File: src/rtl/rse_pkg.sv
package rse_pkg;
  localparam int OP_W   = 64;
  localparam int FRAC_W = 52;            // widest fraction
  localparam int EXPI_W = 11;            // widest exponent
  localparam int EXPS_W = EXPI_W + 1;    // signed working exponent
  localparam int TAB_W  = 7;
  localparam int IDX_W  = 7;
  localparam int LZ_W   = $clog2(FRAC_W);

  typedef enum logic [1:0] {
    FMT_HALF = 2'd0,
    FMT_SNGL = 2'd1,
    FMT_DBL  = 2'd2,
    FMT_RSV  = 2'd3
  } fmt_e;

  // 3*bias - 1 for each format
  function automatic logic [EXPS_W-1:0] bias3m1(fmt_e f);
    case (f)
      FMT_HALF: return EXPS_W'(3 * 15 - 1);
      FMT_SNGL: return EXPS_W'(3 * 127 - 1);
      default:  return EXPS_W'(3 * 1023 - 1);
    endcase
  endfunction

  // builds a right-aligned value from sign, exponent and top 7 fraction bits
  function automatic logic [OP_W-1:0] pack_fp(fmt_e f, logic s,
                                              logic [EXPI_W-1:0] e,
                                              logic [TAB_W-1:0] t);
    case (f)
      FMT_HALF: return {48'b0, s, e[4:0], t, 3'b0};
      FMT_SNGL: return {32'b0, s, e[7:0], t, 16'b0};
      default:  return {s, e, t, 45'b0};
    endcase
  endfunction

  function automatic logic [OP_W-1:0] quiet_nan(fmt_e f);
    return pack_fp(f, 1'b0, '1, 7'h40);
  endfunction
endpackage

File: src/rtl/rse_unpack.sv
module rse_unpack
  import rse_pkg::*;
(
  input  fmt_e              fmt,
  input  logic [OP_W-1:0]   op,
  output logic              sign,
  output logic [EXPI_W-1:0] exp_raw,
  output logic [FRAC_W-1:0] frac_al,   // fraction aligned to bit FRAC_W-1
  output logic              is_zero,
  output logic              is_sub,
  output logic              is_inf,
  output logic              is_nan,
  output logic              is_snan
);
  logic exp_ones;

  always_comb begin
    case (fmt)
      FMT_HALF: begin
        sign     = op[15];
        exp_raw  = {6'b0, op[14:10]};
        frac_al  = {op[9:0], 42'b0};
        exp_ones = &op[14:10];
      end
      FMT_SNGL: begin
        sign     = op[31];
        exp_raw  = {3'b0, op[30:23]};
        frac_al  = {op[22:0], 29'b0};
        exp_ones = &op[30:23];
      end
      default: begin
        sign     = op[63];
        exp_raw  = op[62:52];
        frac_al  = op[51:0];
        exp_ones = &op[62:52];
      end
    endcase
    is_zero = (exp_raw == '0) && (frac_al == '0);
    is_sub  = (exp_raw == '0) && (frac_al != '0);
    is_inf  = exp_ones && (frac_al == '0);
    is_nan  = exp_ones && (frac_al != '0);
    is_snan = is_nan && !frac_al[FRAC_W-1];
  end
endmodule

File: src/rtl/rse_norm.sv
module rse_norm
  import rse_pkg::*;
(
  input  logic                 is_sub,
  input  logic [EXPI_W-1:0]    exp_raw,
  input  logic [FRAC_W-1:0]    frac_al,
  output logic [EXPS_W-1:0]    exp_n,    // two's complement working exponent
  output logic [IDX_W-2:0]     frac_top  // six leading fraction bits after normalising
);
  logic [LZ_W-1:0]   lz;
  logic              found;
  logic [FRAC_W-1:0] shifted;

  always_comb begin
    lz    = '0;
    found = 1'b0;
    for (int i = FRAC_W - 1; i >= 0; i--) begin
      if (!found && frac_al[i]) begin
        lz    = LZ_W'(FRAC_W - 1 - i);
        found = 1'b1;
      end
    end
  end

  always_comb begin
    if (is_sub) begin
      shifted = frac_al << (lz + 1'b1);
      exp_n   = EXPS_W'(0) - EXPS_W'(lz);
    end else begin
      shifted = frac_al;
      exp_n   = {1'b0, exp_raw};
    end
    frac_top = shifted[FRAC_W-1 -: IDX_W-1];
  end
endmodule

File: src/rtl/rse_rom.sv
module rse_rom
  import rse_pkg::*;
(
  input  logic [IDX_W-1:0] idx,
  output logic [TAB_W-1:0] val
);
  // even-parity half: operands in [2,4) of a binade pair
  localparam logic [TAB_W-1:0] EVEN_T [64] = '{
    52, 51, 50, 48, 47, 46, 44, 43, 42, 41, 40, 39, 38, 36, 35, 34,
    33, 32, 31, 30, 30, 29, 28, 27, 26, 25, 24, 23, 23, 22, 21, 20,
    19, 19, 18, 17, 16, 16, 15, 14, 14, 13, 12, 12, 11, 10, 10,  9,
     9,  8,  7,  7,  6,  6,  5,  4,  4,  3,  3,  2,  2,  1,  1,  0};
  // odd-parity half: operands in [1,2)
  localparam logic [TAB_W-1:0] ODD_T [64] = '{
    127, 125, 123, 121, 119, 118, 116, 114, 113, 111, 109, 108, 106, 105, 103, 102,
    100,  99,  97,  96,  95,  93,  92,  91,  90,  88,  87,  86,  85,  84,  83,  82,
     80,  79,  78,  77,  76,  75,  74,  73,  72,  71,  70,  70,  69,  68,  67,  66,
     65,  64,  63,  63,  62,  61,  60,  59,  59,  58,  57,  56,  56,  55,  54,  53};

  always_comb val = idx[IDX_W-1] ? ODD_T[idx[IDX_W-2:0]] : EVEN_T[idx[IDX_W-2:0]];
endmodule

File: src/rtl/rsqrt_est.sv
module rsqrt_est
  import rse_pkg::*;
(
  input  logic            clk,
  input  logic            rst_n,
  input  logic            in_valid,
  output logic            in_ready,
  input  logic [1:0]      in_fmt,
  input  logic [OP_W-1:0] in_op,
  output logic            out_valid,
  input  logic            out_ready,
  output logic [OP_W-1:0] out_data,
  output logic            out_invalid,
  output logic            out_divzero
);
  fmt_e               fmt;
  logic               sign, is_zero, is_sub, is_inf, is_nan, is_snan;
  logic [EXPI_W-1:0]  exp_raw;
  logic [FRAC_W-1:0]  frac_al;
  logic [EXPS_W-1:0]  exp_n;
  logic [IDX_W-2:0]   frac_top;
  logic [TAB_W-1:0]   tab_val;
  logic [EXPS_W-1:0]  exp_num;
  logic [EXPI_W-1:0]  exp_out;
  logic [OP_W-1:0]    res_d;
  logic               inv_d, dz_d;
  logic               accept;

  assign fmt = fmt_e'(in_fmt);

  rse_unpack u_unpack (
    .fmt(fmt), .op(in_op), .sign(sign), .exp_raw(exp_raw), .frac_al(frac_al),
    .is_zero(is_zero), .is_sub(is_sub), .is_inf(is_inf), .is_nan(is_nan),
    .is_snan(is_snan)
  );

  rse_norm u_norm (
    .is_sub(is_sub), .exp_raw(exp_raw), .frac_al(frac_al),
    .exp_n(exp_n), .frac_top(frac_top)
  );

  rse_rom u_rom (
    .idx({exp_n[0], frac_top}),
    .val(tab_val)
  );

  // result exponent: floor((3*bias - 1 - e) / 2), numerator always positive
  assign exp_num = bias3m1(fmt) - exp_n;
  assign exp_out = EXPI_W'(exp_num >> 1);

  always_comb begin
    inv_d = 1'b0;
    dz_d  = 1'b0;
    if (fmt == FMT_RSV) begin
      res_d = quiet_nan(FMT_DBL);
      inv_d = 1'b1;
    end else if (is_nan) begin
      res_d = quiet_nan(fmt);
      inv_d = is_snan;
    end else if (is_zero) begin
      res_d = pack_fp(fmt, sign, '1, '0);
      dz_d  = 1'b1;
    end else if (sign) begin
      res_d = quiet_nan(fmt);
      inv_d = 1'b1;
    end else if (is_inf) begin
      res_d = '0;
    end else begin
      res_d = pack_fp(fmt, 1'b0, exp_out, tab_val);
    end
  end

  assign in_ready = !out_valid || out_ready;
  assign accept   = in_valid && in_ready;

  always_ff @(posedge clk or negedge rst_n) begin
    if (!rst_n) begin
      out_valid   <= 1'b0;
      out_data    <= '0;
      out_invalid <= 1'b0;
      out_divzero <= 1'b0;
    end else if (accept) begin
      out_valid   <= 1'b1;
      out_data    <= res_d;
      out_invalid <= inv_d;
      out_divzero <= dz_d;
    end else if (out_ready) begin
      out_valid   <= 1'b0;
    end
  end


  stall_hold_chk: assert property (@(posedge clk) disable iff (!rst_n)
    out_valid && !out_ready |=> out_valid && $stable(out_data));

  accept_lat_chk: assert property (@(posedge clk) disable iff (!rst_n)
    accept |=> out_valid);

  flag_excl_chk: assert property (@(posedge clk) disable iff (!rst_n)
    out_valid |-> !(out_invalid && out_divzero));

  sub_exp_chk: assert property (@(posedge clk) disable iff (!rst_n)
    is_sub |-> (exp_n[EXPS_W-1] || exp_n == '0));

  class_onehot_chk: assert property (@(posedge clk) disable iff (!rst_n)
    $onehot0({is_zero, is_sub, is_inf, is_nan}));
endmodule

File: config.mk
export PLATFORM = sky130hd
export DESIGN_NAME = rsqrt_est
export DESIGN_NICKNAME = d
export VERILOG_FILES = /design/src/rtl/rse_pkg.sv /design/src/rtl/rse_unpack.sv /design/src/rtl/rse_norm.sv /design/src/rtl/rse_rom.sv /design/src/rtl/rsqrt_est.sv
export SDC_FILE = /design/constraint.sdc
export NUM_CORES = 1
export LEC_CHECK = 0
export BUFFER_PORTS_ARGS = -buffer_cell sky130_fd_sc_hd__buf_2
export CAP_MARGIN = 20
export CORE_MARGIN = 2
export CORE_UTILIZATION = 49
export DETAILED_ROUTE_END_ITERATION = 10
export GPL_ROUTABILITY_DRIVEN = 0
export PLACE_DENSITY = 0.73
export REMOVE_ABC_BUFFERS = 1
export SYNTH_ARGS = -nofsm -noshare
export SYNTH_HDL_FRONTEND = slang
export SYNTH_SLANG_ARGS = --single-unit
export TNS_END_PERCENT = 100
File: constraint.sdc
create_clock -name clk -period 1.53 [get_ports clk]
set_input_delay 0.0765 -clock clk [delete_from_list [all_inputs] [get_ports clk]]
set_output_delay 0.0765 -clock clk [all_outputs]
set_load 0.005 [all_outputs]
==> impl_metrics.env, run 1 <==
export IMPL_status="did not finish"
export IMPL_failed_stage="global routing (5_1_grt)"
export IMPL_error="[ERROR GRT-0116] Global routing finished with congestion. Check the congestion regions in the DRC Viewer."
export IMPL_hpwl_microns=35100
export IMPL_gr_total_overflow=2
export IMPL_io_pins=138
export IMPL_synth_async_reset_ratio_pct=100
export IMPL_htree_levels=2
export IMPL_synth_edf_count=0
export IMPL_yosys_warnings=0
export IMPL_ys_seq_area_share_pct=14.1
export IMPL_die_w_microns=140
export IMPL_avgSynthCellArea_sq_um=7.02
export IMPL_start_util_pct=50.2
export IMPL_numClockSinks=51
export IMPL_fp_dieH_microns=140
export IMPL_io_buffers=121
export IMPL_synthCells=1288
export IMPL_ys_flop_type="dfrtp_1"
export IMPL_grt_usage_pct=66.9
export IMPL_cts_root_buf="clkbuf_16"
export IMPL_syn_area_sq_um=9040
export IMPL_placed_cell_area_sq_um=13200
export IMPL_grt_first_pass_wirelength_microns=101000
export IMPL_rows=49
export IMPL_synth_cell_types=108
export IMPL_first_global_vias=17300
export IMPL_grt_max_degree=52
export IMPL_cts_buffer_depth=2
export IMPL_numCtsBuffers=5
export IMPL_yosys_register_bits=51
[through the flow]
stage / setup WS [ps] / TNS, ps / utilization, % / instances
after floorplan: -5570 / -187830 / - / 1168
after global placement: -4280 / -162430 / 73.4 / 2029
after detailed placement: -4570 / -171790 / 73.4 / 2029
after CTS: -3610 / -126550 / 84.1 / 2096
[cell usage after synthesis, types with 11 or more instances]
cell,instances,area (sq um)
o21a_1,24,180
mux2i_1,36,360
nand4_1,15,93.8
o211ai_1,28,210
and3_1,13,81.3
and2_1,13,81.3
nand2b_1,11,68.8
o21ai_1,24,120
a221oi_1,14,123
inv_1,37,139
a21oi_1,91,455
buf_2,34,170
clkbuf_1,61,229
a211o_1,20,175
nand2_1,166,623
buf_6,13,146
dfrtp_1,51,1280
nor2_1,92,345
nand3_1,47,235
o21ai_0,96,480
o22ai_1,13,81.3
buf_4,24,180
xnor2_1,14,123
a211oi_1,20,150
a31oi_1,19,119
nor3_1,40,200
ha_1,18,225
[metal layers]
layer | overflow | global-route usage (%)
met5 | 0 | 15.5
met4 | 2 | 63.3
met3 | 0 | 51.1
met2 | 0 | 85.1
met1 | 0 | 67.3
[cells by family after synthesis]
family                     Yosys count  synth area share (%)
AOI/OAI and AO/OA                  522                  41.4
and+or+nand+nor                    459                  25.0
buffers and inverters              174                  9.77
DFF                                 51                  14.1
muxes                               45                  5.38
adders and majority gates           19                  2.60
xor gates and xnor gates            17                  1.65
other                                1                0.0415
[timing repair]
item / CTS
hold endpoints to repair: 51
pin swaps: 106
setup buffers: 46
setup endpoints to repair: 50
hold buffers: 1
gates cloned: 12
gates resized for setup: 263
==> run 2: changes to the inputs <==
--- a/config.mk
+++ b/config.mk
@@ -8,10 +8,10 @@
 export BUFFER_PORTS_ARGS = -buffer_cell sky130_fd_sc_hd__buf_2
 export CAP_MARGIN = 20
 export CORE_MARGIN = 2
-export CORE_UTILIZATION = 49
+export CORE_UTILIZATION = 34
 export DETAILED_ROUTE_END_ITERATION = 10
 export GPL_ROUTABILITY_DRIVEN = 0
-export PLACE_DENSITY = 0.73
+export PLACE_DENSITY_LB_ADDON = 0.15
 export REMOVE_ABC_BUFFERS = 1
 export SYNTH_ARGS = -nofsm -noshare
 export SYNTH_HDL_FRONTEND = slang
==> constraint.sdc (replaced) <==
create_clock -name clk -period 2 [get_ports clk]
set_input_delay 0.1 -clock clk [delete_from_list [all_inputs] [get_ports clk]]
set_output_delay 0.1 -clock clk [all_outputs]
set_load 0.005 [all_outputs]
==> run 2 against run 1 <==
The flow now finishes, with violations (negative setup slack). Synthesized cell count unchanged. Area after synthesis unchanged.
==> impl_metrics.env, run 2 <==
export IMPL_status="finished, violations left"
export IMPL_failed_checks="negative setup slack"
export IMPL_ant_nets=0
export IMPL_critPathMaxStageDelay_ps=490
export IMPL_start_util_pct=34.7
export IMPL_criticalPathCategory="in -> reg"
export IMPL_clk_pin_slew_ps=70
export IMPL_wl_per_cell_microns=22.3
export IMPL_avgSynthCellArea_sq_um=7.02
export IMPL_cts_buffer_depth=2
export IMPL_drv_slew=0
export IMPL_path_common_cell="buf_4"
export IMPL_final_cell_mix="501 x buf_4, 152 x nand2_1, 119 x buf_2"
export IMPL_synth_area_leaders="dfrtp_1 14%, nand2_1 6.9%, o21ai_0 5.3%"
export IMPL_reg2reg_slack_ps=260
export IMPL_fp_dieH_microns=167
export IMPL_cts_root_buf="clkbuf_16"
export IMPL_core_sq_um=26100
export IMPL_yosys_register_bits=51
export IMPL_placed_cell_area_sq_um=13300
export IMPL_nNetsFinal=1969
export IMPL_required_ps=2230
export IMPL_seq_area_sq_um=1280
export IMPL_synth_edf_count=0
export IMPL_die_w_microns=167
export IMPL_cts_tree="done"
export IMPL_fin_crit_sh_pct=272
export IMPL_first_iter_violations=1685
export IMPL_synth_top_area_share_pct=14.1
export IMPL_crit_fanout=7
export IMPL_whs_ps=28.1
export IMPL_finClkSkew_ps=4.09
export IMPL_synth_top_cells_by_count="166 x nand2_1, 96 x o21ai_0, 92 x nor2_1"
export IMPL_slew_headroom_pct=43.4
export IMPL_yosysMostFrequentCell="nand2_1"
export IMPL_max_freq_mhz=184
export IMPL_ir_drop_uv=811
export IMPL_largest_register_ff_count=48
export IMPL_grt_first_pass_wirelength_microns=73500
export IMPL_reg2reg_to="out_data[18]$_DFFE_PN0P_"
export IMPL_yosys_area_top_type="dfrtp_1"
export IMPL_finalWirelength_microns=49400
export IMPL_fin_crit_ps=5440
export IMPL_die_area_sq_um=27900
export IMPL_worst_slew_pin_slew_ps=844
export IMPL_first_global_vias=12900
export IMPL_top_register="out_data"
export IMPL_fillers=2217
export IMPL_syn_area_sq_um=9040
export IMPL_maxCapViolCount=0
export IMPL_num_vias=13600
export IMPL_worst_slack_ps=-3440
export IMPL_numClockSinks=51
export IMPL_rsz0062_at_grt="yes"
export IMPL_synthCells=1288
export IMPL_clk_latency_ps=290
export IMPL_viasPerCell=6.12
export IMPL_syn2layout_area_growth_pct=78.4
export IMPL_diodes=0
export IMPL_whs_path_depth=2
export IMPL_synth_cell_types=108
export IMPL_setup_tns_ps=-112440
export IMPL_fin_area_sq_um=16100
export IMPL_timing_critical_path_to="out_data[5]$_DFFE_PN0P_"
export IMPL_htree_levels=2
export IMPL_grt_usage_pct=33.0
export IMPL_end_kind="flop"
export IMPL_setup_violations=50
export IMPL_ys_flop_type="dfrtp_1"
export IMPL_rows=59
export IMPL_drc_errors=0
export IMPL_numCtsBuffers=5
export IMPL_gr_total_overflow=0
export IMPL_powerDensity_nw_per_um2=486
export IMPL_multiInputGateArea_sq_um=8500
export IMPL_drtPass1Iterations=6
export IMPL_reg2reg_depth=8
export IMPL_rr_startpoint="out_valid$_DFFE_PN0P_"
export IMPL_grt_max_degree=52
export IMPL_synth_async_reset_ratio_pct=100
export IMPL_drive_above_1_share_pct=51.9
export IMPL_yosys_warnings=0
export IMPL_final_common_cell="buf_4"
export IMPL_io_pins=138
export IMPL_antenna_found_initial=0
export IMPL_hold_viol_final=0
export IMPL_hpwl_microns=36700
export IMPL_critPathSlowestCell="or4_4"
export IMPL_io_buffers=121
export IMPL_ys_seq_area_share_pct=14.1
export IMPL_p_total_uw=7850
export IMPL_p_leak_uw=0.00714
export IMPL_critPathArrivalTime_ps=5670
export IMPL_hold_path_class="in -> reg"
export IMPL_startpoint_type="input port"
export IMPL_setup_worst_path_start="in_op[19]"
==> run 2: where the power goes <==
part           internal (uW)  switching (uW)  total [uW]
clock                    500             378         878
combinational           2780            2980        5760
sequential              1140            59.8        1200
total                   4420            3420        7850
==> run 2: worst min path at each step <==
stage	slack [ps]	from	endpoint
after global routing	40	in_valid	out_valid$_DFFE_PN0P_
final	30	in_valid	out_valid$_DFFE_PN0P_
after CTS	30	in_valid	out_valid$_DFFE_PN0P_
after global placement	240	rst_n	out_data[60]$_DFFE_PN0P_
after detailed placement	240	rst_n	out_data[58]$_DFFE_PN0P_
after floorplan	-200	rst_n	out_data[10]$_DFFE_PN0P_
==> run 2: kinds of logic after synthesis <==
logic type	Yosys count	share of synthesized area (%)
AOI/OAI and AO/OA	522	41.4
and+or+nand+nor	459	25.0
buffers and inverters	174	9.77
DFF	51	14.1
muxes	45	5.38
adders and majority gates	19	2.60
xor gates and xnor gates	17	1.65
other	1	0.0415
==> run 2: final cells by class <==
cell class              instances  share of cell area [%]
clock buffers                   6                   0.861
clock inverters                 2                   0.101
inverters                      39                    1.00
multi-input cells            1079                    52.7
flip-flops and latches         51                    7.91
well taps                     335                    2.60
repair buffers                705                    34.8
==> run 2: through the flow <==
step                      worst slack [ps]  util (%)  std cells
after floorplan                      -5120         -       1168
after global placement               -4150      50.9       2118
after detailed placement             -4200      50.9       2118
after CTS                            -3180      57.6       2181
after global routing                 -3600      61.9       2217
final                                -3440      61.9       2217
==> run 2: timing repair <==
item,4_1_cts,5_1_grt
endpoints found under the hold margin,51,0
resized for setup,237,190
buffers inserted,49,39
gates cloned,7,3
pin swaps,79,93
endpoints found under the setup margin,50,50
hold buffers,1,0
==> run 2: critical path: cells and delay by family <==
family                     cells  cell delay [ps]
and+or+nand+nor               10             1570
buffers and inverters         11             1300
adders and majority gates      2              320
AOI/OAI and AO/OA              8             2370
==> run 2: per-layer routing <==
layer,global-route usage [%],vias up,wire (microns)
met4,17.1,0,3000
met3,6.29,230,4950
met5,0,-,0
met1,43.0,6393,19600
li1,-,6074,-
met2,52.1,871,21900
Note: power is estimated with default switching activity, not from simulation.
